<file path="src/rtl/rcf_pkg.sv">
package rcf_pkg;
  localparam int unsigned EVT_W = 7;
  // strobe index = priority rank, lowest wins
  localparam int unsigned EV_POR      = 0;
  localparam int unsigned EV_BOR      = 1;
  localparam int unsigned EV_WDT_RST  = 2;
  localparam int unsigned EV_WDT_WAKE = 3;
  localparam int unsigned EV_EXT_SLP  = 4;
  localparam int unsigned EV_EXT_RUN  = 5;
  localparam int unsigned EV_SLEEP    = 6;

  typedef enum logic [2:0] {
    CS_NONE, CS_POR, CS_BOR, CS_WDT_RST, CS_WDT_WAKE, CS_EXT_SLP, CS_EXT_RUN, CS_SLEEP
  } cause_e;
endpackage

</file>
<file path="src/rtl/rcf_cause_enc.sv">
module rcf_cause_enc
  import rcf_pkg::*;
(
  input  logic [EVT_W-1:0] evt_i,
  output cause_e           cause_o,
  output logic             rst_evt_o
);
  always_comb begin
    if      (evt_i[EV_POR])      cause_o = CS_POR;
    else if (evt_i[EV_BOR])      cause_o = CS_BOR;
    else if (evt_i[EV_WDT_RST])  cause_o = CS_WDT_RST;
    else if (evt_i[EV_WDT_WAKE]) cause_o = CS_WDT_WAKE;
    else if (evt_i[EV_EXT_SLP])  cause_o = CS_EXT_SLP;
    else if (evt_i[EV_EXT_RUN])  cause_o = CS_EXT_RUN;
    else if (evt_i[EV_SLEEP])    cause_o = CS_SLEEP;
    else                         cause_o = CS_NONE;
  end

  // every strobe but sleep restarts the core
  assign rst_evt_o = |evt_i[EV_EXT_RUN:EV_POR];
endmodule

</file>
<file path="src/rtl/rcf_status.sv">
module rcf_status
  import rcf_pkg::*;
(
  input  logic   clk_i,
  input  logic   rst_ni,
  input  cause_e cause_i,
  output logic   to_o,
  output logic   pd_o
);
  always_ff @(posedge clk_i or negedge rst_ni) begin
    if (!rst_ni) begin
      to_o <= 1'b1;
      pd_o <= 1'b1;
    end else begin
      case (cause_i)
        CS_POR, CS_BOR:        begin to_o <= 1'b1; pd_o <= 1'b1; end
        CS_WDT_RST:            begin to_o <= 1'b0; pd_o <= 1'b1; end
        CS_WDT_WAKE:           begin to_o <= 1'b0; pd_o <= 1'b0; end
        CS_EXT_SLP, CS_SLEEP:  begin to_o <= 1'b1; pd_o <= 1'b0; end
        default:               ;
      endcase
    end
  end


  ext_run_hold_chk: assert property (@(posedge clk_i) disable iff (!rst_ni)
    (cause_i == CS_EXT_RUN) |=> ($stable(to_o) && $stable(pd_o)));

  idle_hold_chk: assert property (@(posedge clk_i) disable iff (!rst_ni)
    (cause_i == CS_NONE) |=> ($stable(to_o) && $stable(pd_o)));
endmodule

</file>
<file path="src/rtl/rcf_pwr.sv">
module rcf_pwr #(
  parameter logic BO_RST_VAL = 1'b0
) (
  input  logic clk_i,
  input  logic rst_ni,
  input  logic por_i,
  input  logic bor_i,
  input  logic rst_evt_i,
  input  logic wr_i,
  input  logic wr_pon_i,
  input  logic wr_bo_i,
  output logic pon_o,
  output logic bo_o
);
  logic wr_ok;
  assign wr_ok = wr_i & ~rst_evt_i;

  always_ff @(posedge clk_i or negedge rst_ni) begin
    if (!rst_ni)    pon_o <= 1'b0;
    else if (por_i) pon_o <= 1'b0;
    else if (wr_ok) pon_o <= wr_pon_i;
  end

  always_ff @(posedge clk_i or negedge rst_ni) begin
    if (!rst_ni)    bo_o <= BO_RST_VAL;
    else if (bor_i) bo_o <= 1'b0;
    else if (wr_ok) bo_o <= wr_bo_i;
  end


  por_clr_chk: assert property (@(posedge clk_i) disable iff (!rst_ni)
    por_i |=> !pon_o);

  wr_blocked_chk: assert property (@(posedge clk_i) disable iff (!rst_ni)
    (rst_evt_i && !por_i && !bor_i) |=> ($stable(pon_o) && $stable(bo_o)));
endmodule

</file>
<file path="src/rtl/rst_cause_flags.sv">
module rst_cause_flags
  import rcf_pkg::*;
#(
  parameter logic BO_RST_VAL = 1'b0
) (
  input  logic clk_i,
  input  logic rst_ni,
  input  logic por_i,
  input  logic bor_i,
  input  logic bor_en_i,
  input  logic wdt_rst_i,
  input  logic wdt_wake_i,
  input  logic ext_rst_run_i,
  input  logic ext_wake_slp_i,
  input  logic sleep_i,
  input  logic sw_wr_i,
  input  logic sw_pon_i,
  input  logic sw_bo_i,
  output logic to_o,
  output logic pd_o,
  output logic pon_o,
  output logic bo_o
);
  logic [EVT_W-1:0] evt;
  logic             bor_act;
  logic             rst_evt;
  cause_e           cause;

  assign bor_act = bor_i & bor_en_i;

  always_comb begin
    evt              = '0;
    evt[EV_POR]      = por_i;
    evt[EV_BOR]      = bor_act;
    evt[EV_WDT_RST]  = wdt_rst_i;
    evt[EV_WDT_WAKE] = wdt_wake_i;
    evt[EV_EXT_SLP]  = ext_wake_slp_i;
    evt[EV_EXT_RUN]  = ext_rst_run_i;
    evt[EV_SLEEP]    = sleep_i;
  end

  rcf_cause_enc u_enc (
    .evt_i     (evt),
    .cause_o   (cause),
    .rst_evt_o (rst_evt)
  );

  rcf_status u_status (
    .clk_i   (clk_i),
    .rst_ni  (rst_ni),
    .cause_i (cause),
    .to_o    (to_o),
    .pd_o    (pd_o)
  );

  rcf_pwr #(.BO_RST_VAL(BO_RST_VAL)) u_pwr (
    .clk_i     (clk_i),
    .rst_ni    (rst_ni),
    .por_i     (por_i),
    .bor_i     (bor_act),
    .rst_evt_i (rst_evt),
    .wr_i      (sw_wr_i),
    .wr_pon_i  (sw_pon_i),
    .wr_bo_i   (sw_bo_i),
    .pon_o     (pon_o),
    .bo_o      (bo_o)
  );


  wdt_rst_code_chk: assert property (@(posedge clk_i) disable iff (!rst_ni)
    (wdt_rst_i && !por_i && !bor_act) |=> (!to_o && pd_o));

  wdt_wake_code_chk: assert property (@(posedge clk_i) disable iff (!rst_ni)
    (wdt_wake_i && !por_i && !bor_act && !wdt_rst_i) |=> (!to_o && !pd_o));

  bor_off_chk: assert property (@(posedge clk_i) disable iff (!rst_ni)
    (bor_i && !bor_en_i && !sw_wr_i) |=> $stable(bo_o));

  sleep_code_chk: assert property (@(posedge clk_i) disable iff (!rst_ni)
    (sleep_i && !rst_evt) |=> (to_o && !pd_o));
endmodule

</file>
<file path="config.mk">
export PLATFORM = sky130hd
export DESIGN_NAME = rst_cause_flags
export DESIGN_NICKNAME = d
export VERILOG_FILES = /design/src/rtl/rcf_pkg.sv /design/src/rtl/rcf_cause_enc.sv /design/src/rtl/rcf_status.sv /design/src/rtl/rcf_pwr.sv /design/src/rtl/rst_cause_flags.sv
export SDC_FILE = /design/constraint.sdc
export NUM_CORES = 1
export LEC_CHECK = 0
export ABC_AREA = 1
export BUFFER_PORTS_ARGS = -buffer_cell sky130_fd_sc_hd__buf_4
export CAP_MARGIN = 20
export CORE_AREA = 10 10 47 49
export CTS_CLUSTER_SIZE = 30
export DETAILED_ROUTE_END_ITERATION = 6
export DIE_AREA = 0 0 57 59
export HOLD_SLACK_MARGIN = 0.06
export SETUP_SLACK_MARGIN = 0.02
export SLEW_MARGIN = 25
export SYNTH_ARGS = -nofsm -noshare
export SYNTH_HDL_FRONTEND = slang
export SYNTH_SLANG_ARGS = --single-unit
</file>
<file path="constraint.sdc">
create_clock -name clk_i -period 2.3 [get_ports clk_i]
set_input_delay 0.575 -clock clk_i [delete_from_list [all_inputs] [get_ports clk_i]]
set_output_delay 0.575 -clock clk_i [all_outputs]
set_load 0.005 [all_outputs]
</file>
==> qor.yml <==
synthesis:
  synth_area_leaders: "dfstp_2 (17%), nand2_1 (17%), dfrtp_1 (16%)"
  synth-edff-count: 0
  synthXorXnorAreaFrac_pct: 0
  synthAdderAreaFrac_pct: 0
  ys.flop_type: "dfstp_2"
  yosys_warnings: 0
  synth_top_family_by_area: "simple AND/OR/NAND/NOR gates"
  muxShareOfSynthArea_pct: 0
  yosys.area_share.simple_pct: 49.0
  yosysSeqAreaShare_pct: 33.7
  synthArstFlopShare_pct: 100
  yosysMostFrequentCell: "nand2_1"
  syn_area_um2: 304
  synth-seq-cells: 4
  synth_compound_area_share_pct: 8.64
  syn_avg_cell_area_um2: 7.24
  synth_top_area_share_pct: 17.3
  synth_nets: 55
  synth_commonest_cells: "nand2_1 (14), inv_1 (4), inv_2 (3), o21ai_1 (3)"
  yosysTopAreaCell: "dfstp_2"
  postSynthCellCount: 42
  synth_cell_types: 16
clocking:
  clkLatencyLatePin_ps: 240
  cts_tree: "done"
  cts_sinks: 4
  cts_made_buffers: 3
  cts_setup_buffers: 0
  cts_hold_buf: 0
  h-tree-depth: 1
  ctsResizeCount: 0
  clock_path_buffers: 2
  cts_root_buf: "clkbuf_4"
  path_clk_slew_ps: 40
cells_and_area:
  drive_above_1_share_pct: 50.0
  num_antenna_cells: 0
  postLayoutCoreUtil_pct: 33.6
  multiInputGateArea_um2: 175
  nFillCells: 161
  register_area_um2: 103
  area_growth_pct: 54.7
  final_nets: 76
pwr:
  powerDensity_nw_per_um2: 482
  ir_worst_vdd_mv: 0.237
  p_leak_nw: 0.252
grt:
  first_global_vias: 333
  antenna_found_initial: 0
  grt_first_pass_wirelength_um: 1310
  gr-total-overflow: 0
  grt_usage_pct: 4.90
  grt_max_degree: 6
routing:
  drtIter0Drc: 4
  drc: 0
  ant_nets: 0
  dr.pass1.iters: 4
  route.met3.wl_um: 74
  met2_length_um: 379
  finalWirelength_um: 814
  viasPerCell: 3.97
  wl_per_cell_um: 10.4
  wl_met1_um: 360
  routed.top_layer: "met3"
  vias: 310
hold_path:
  hold_class: "in2async"
placement:
  dp_hpwl_um: 706
  port_buffers: 16
  place_ws_ps: 968
  gp_congestion: 0.673
floorplanning:
  num_io_pins: 17
  row_count: 14
  die_width_um: 57
  initial_core_util_pct: 21.7
  dieArea_um2: 3360
  core_region_area_um2: 1400
  die_h_um: 59
sta:
  max_slew_margin_pct: 90.0
  setup_violations: 0
  grt_setup_unrepaired: "no"
  slew_violations: 0
  period_needed_ps: 1430
  setup_tns_ps: 0
  fmax_ghz: 0.701
  fin_skew_ps: 0
  fin_ws_ps: 873
  worst_pin_slew_ps: 148
  hold_violations: 0
  fin_crit_sh_pct: 62.1
critical_path:
  path_delay_family: "flip-flops"
  slowest_delay_ps: 520
  worstSetupPathType: "reg2out"
  cp.required_ps: 1730
  crit_chain: "buf_4"
  slowest_stage: "dfstp_2"
  start_kind: "flip-flop"
  worstPathMaxFanout: 2
  worst-path-buf-inv: 1
  worst_ep_arrival_time_ps: 850
  cp-end-kind: "output port"
flow_run:
  max_cap_violations: 0
run_status:
  status: "finished, final reports clean"
## per-layer routing
layer | vias up | global-route usage, %
met4 | 0 | 4.03
met2 | 10 | 7.44
met3 | 0 | 2.15
met1 | 130 | 5.16
li1 | 170 | -
met5 | - | 0
## cell families (layout without fill, tap and decap cells)
logic type             count (synthesis)  in the layout
AND/OR/NAND/NOR                       26             26
buffers and inverters                  7             27
AO/OA/AOI/OAI                          5              5
flip-flops                             4              4
## through the flow
stage | hold slack, ps | power [mW] | instances | area [µm²]
finish | 121 | 0.227 | 78 | 470
global route | 118 | 0.240 | 78 | 470
CTS | 114 | 0.234 | 78 | 470
detailed placement | 374 | 0.132 | 74 | 444
global placement | 373 | 0.131 | 74 | 444
floorplan | 279 | 0.103 | 42 | 304
## where the power goes
| group | switching [mW] | internal, mW |
|---|---|---|
| sequential | 0.00150 | 0.0754 |
| combinational | 0.0265 | 0.0268 |
| clock | 0.0312 | 0.0653 |
| total | 0.0592 | 0.167 |
## path summary, 6_finish.rpt
kind,to,slack (ps),cells after the start,from
setup / recovery,pd_o,870,1,u_status.pd_o
min in group clk_i,u_status.pd_o,460,2,u_status.pd_o
max in group asynchronous,u_status.pd_o,1980,1,rst_ni
setup reg to reg,u_status.to_o,1490,4,u_status.to_o
hold / removal,u_pwr.pon_o,120,1,rst_ni
hold reg to reg,u_status.pd_o,460,2,u_status.pd_o
## layout by cell type, fill, tap and decap left out, drive strengths merged
cell type,n
dfrtp,2
nand2,17
a21oi,1
nor2,4
dfstp,2
inv,7
a31oi,1
buf,16
nor3,1
clkbuf,4
o21ai,3
nand3,4
## final cells by class
type	count	share of cell area, %
multi-input cells	31	37.2
inverters	7	5.59
flip-flops and latches	4	21.8
clock buffers	4	5.59
repair buffers	16	25.5
well taps	16	4.26
## state kept, by name, indices dropped and copies added, names as in the netlist
name	cells
u_pwr.pon_o	1
u_status.to_o	1
u_status.pd_o	1
u_pwr.bo_o	1
Note: power is estimated with default switching activity, not from simulation.
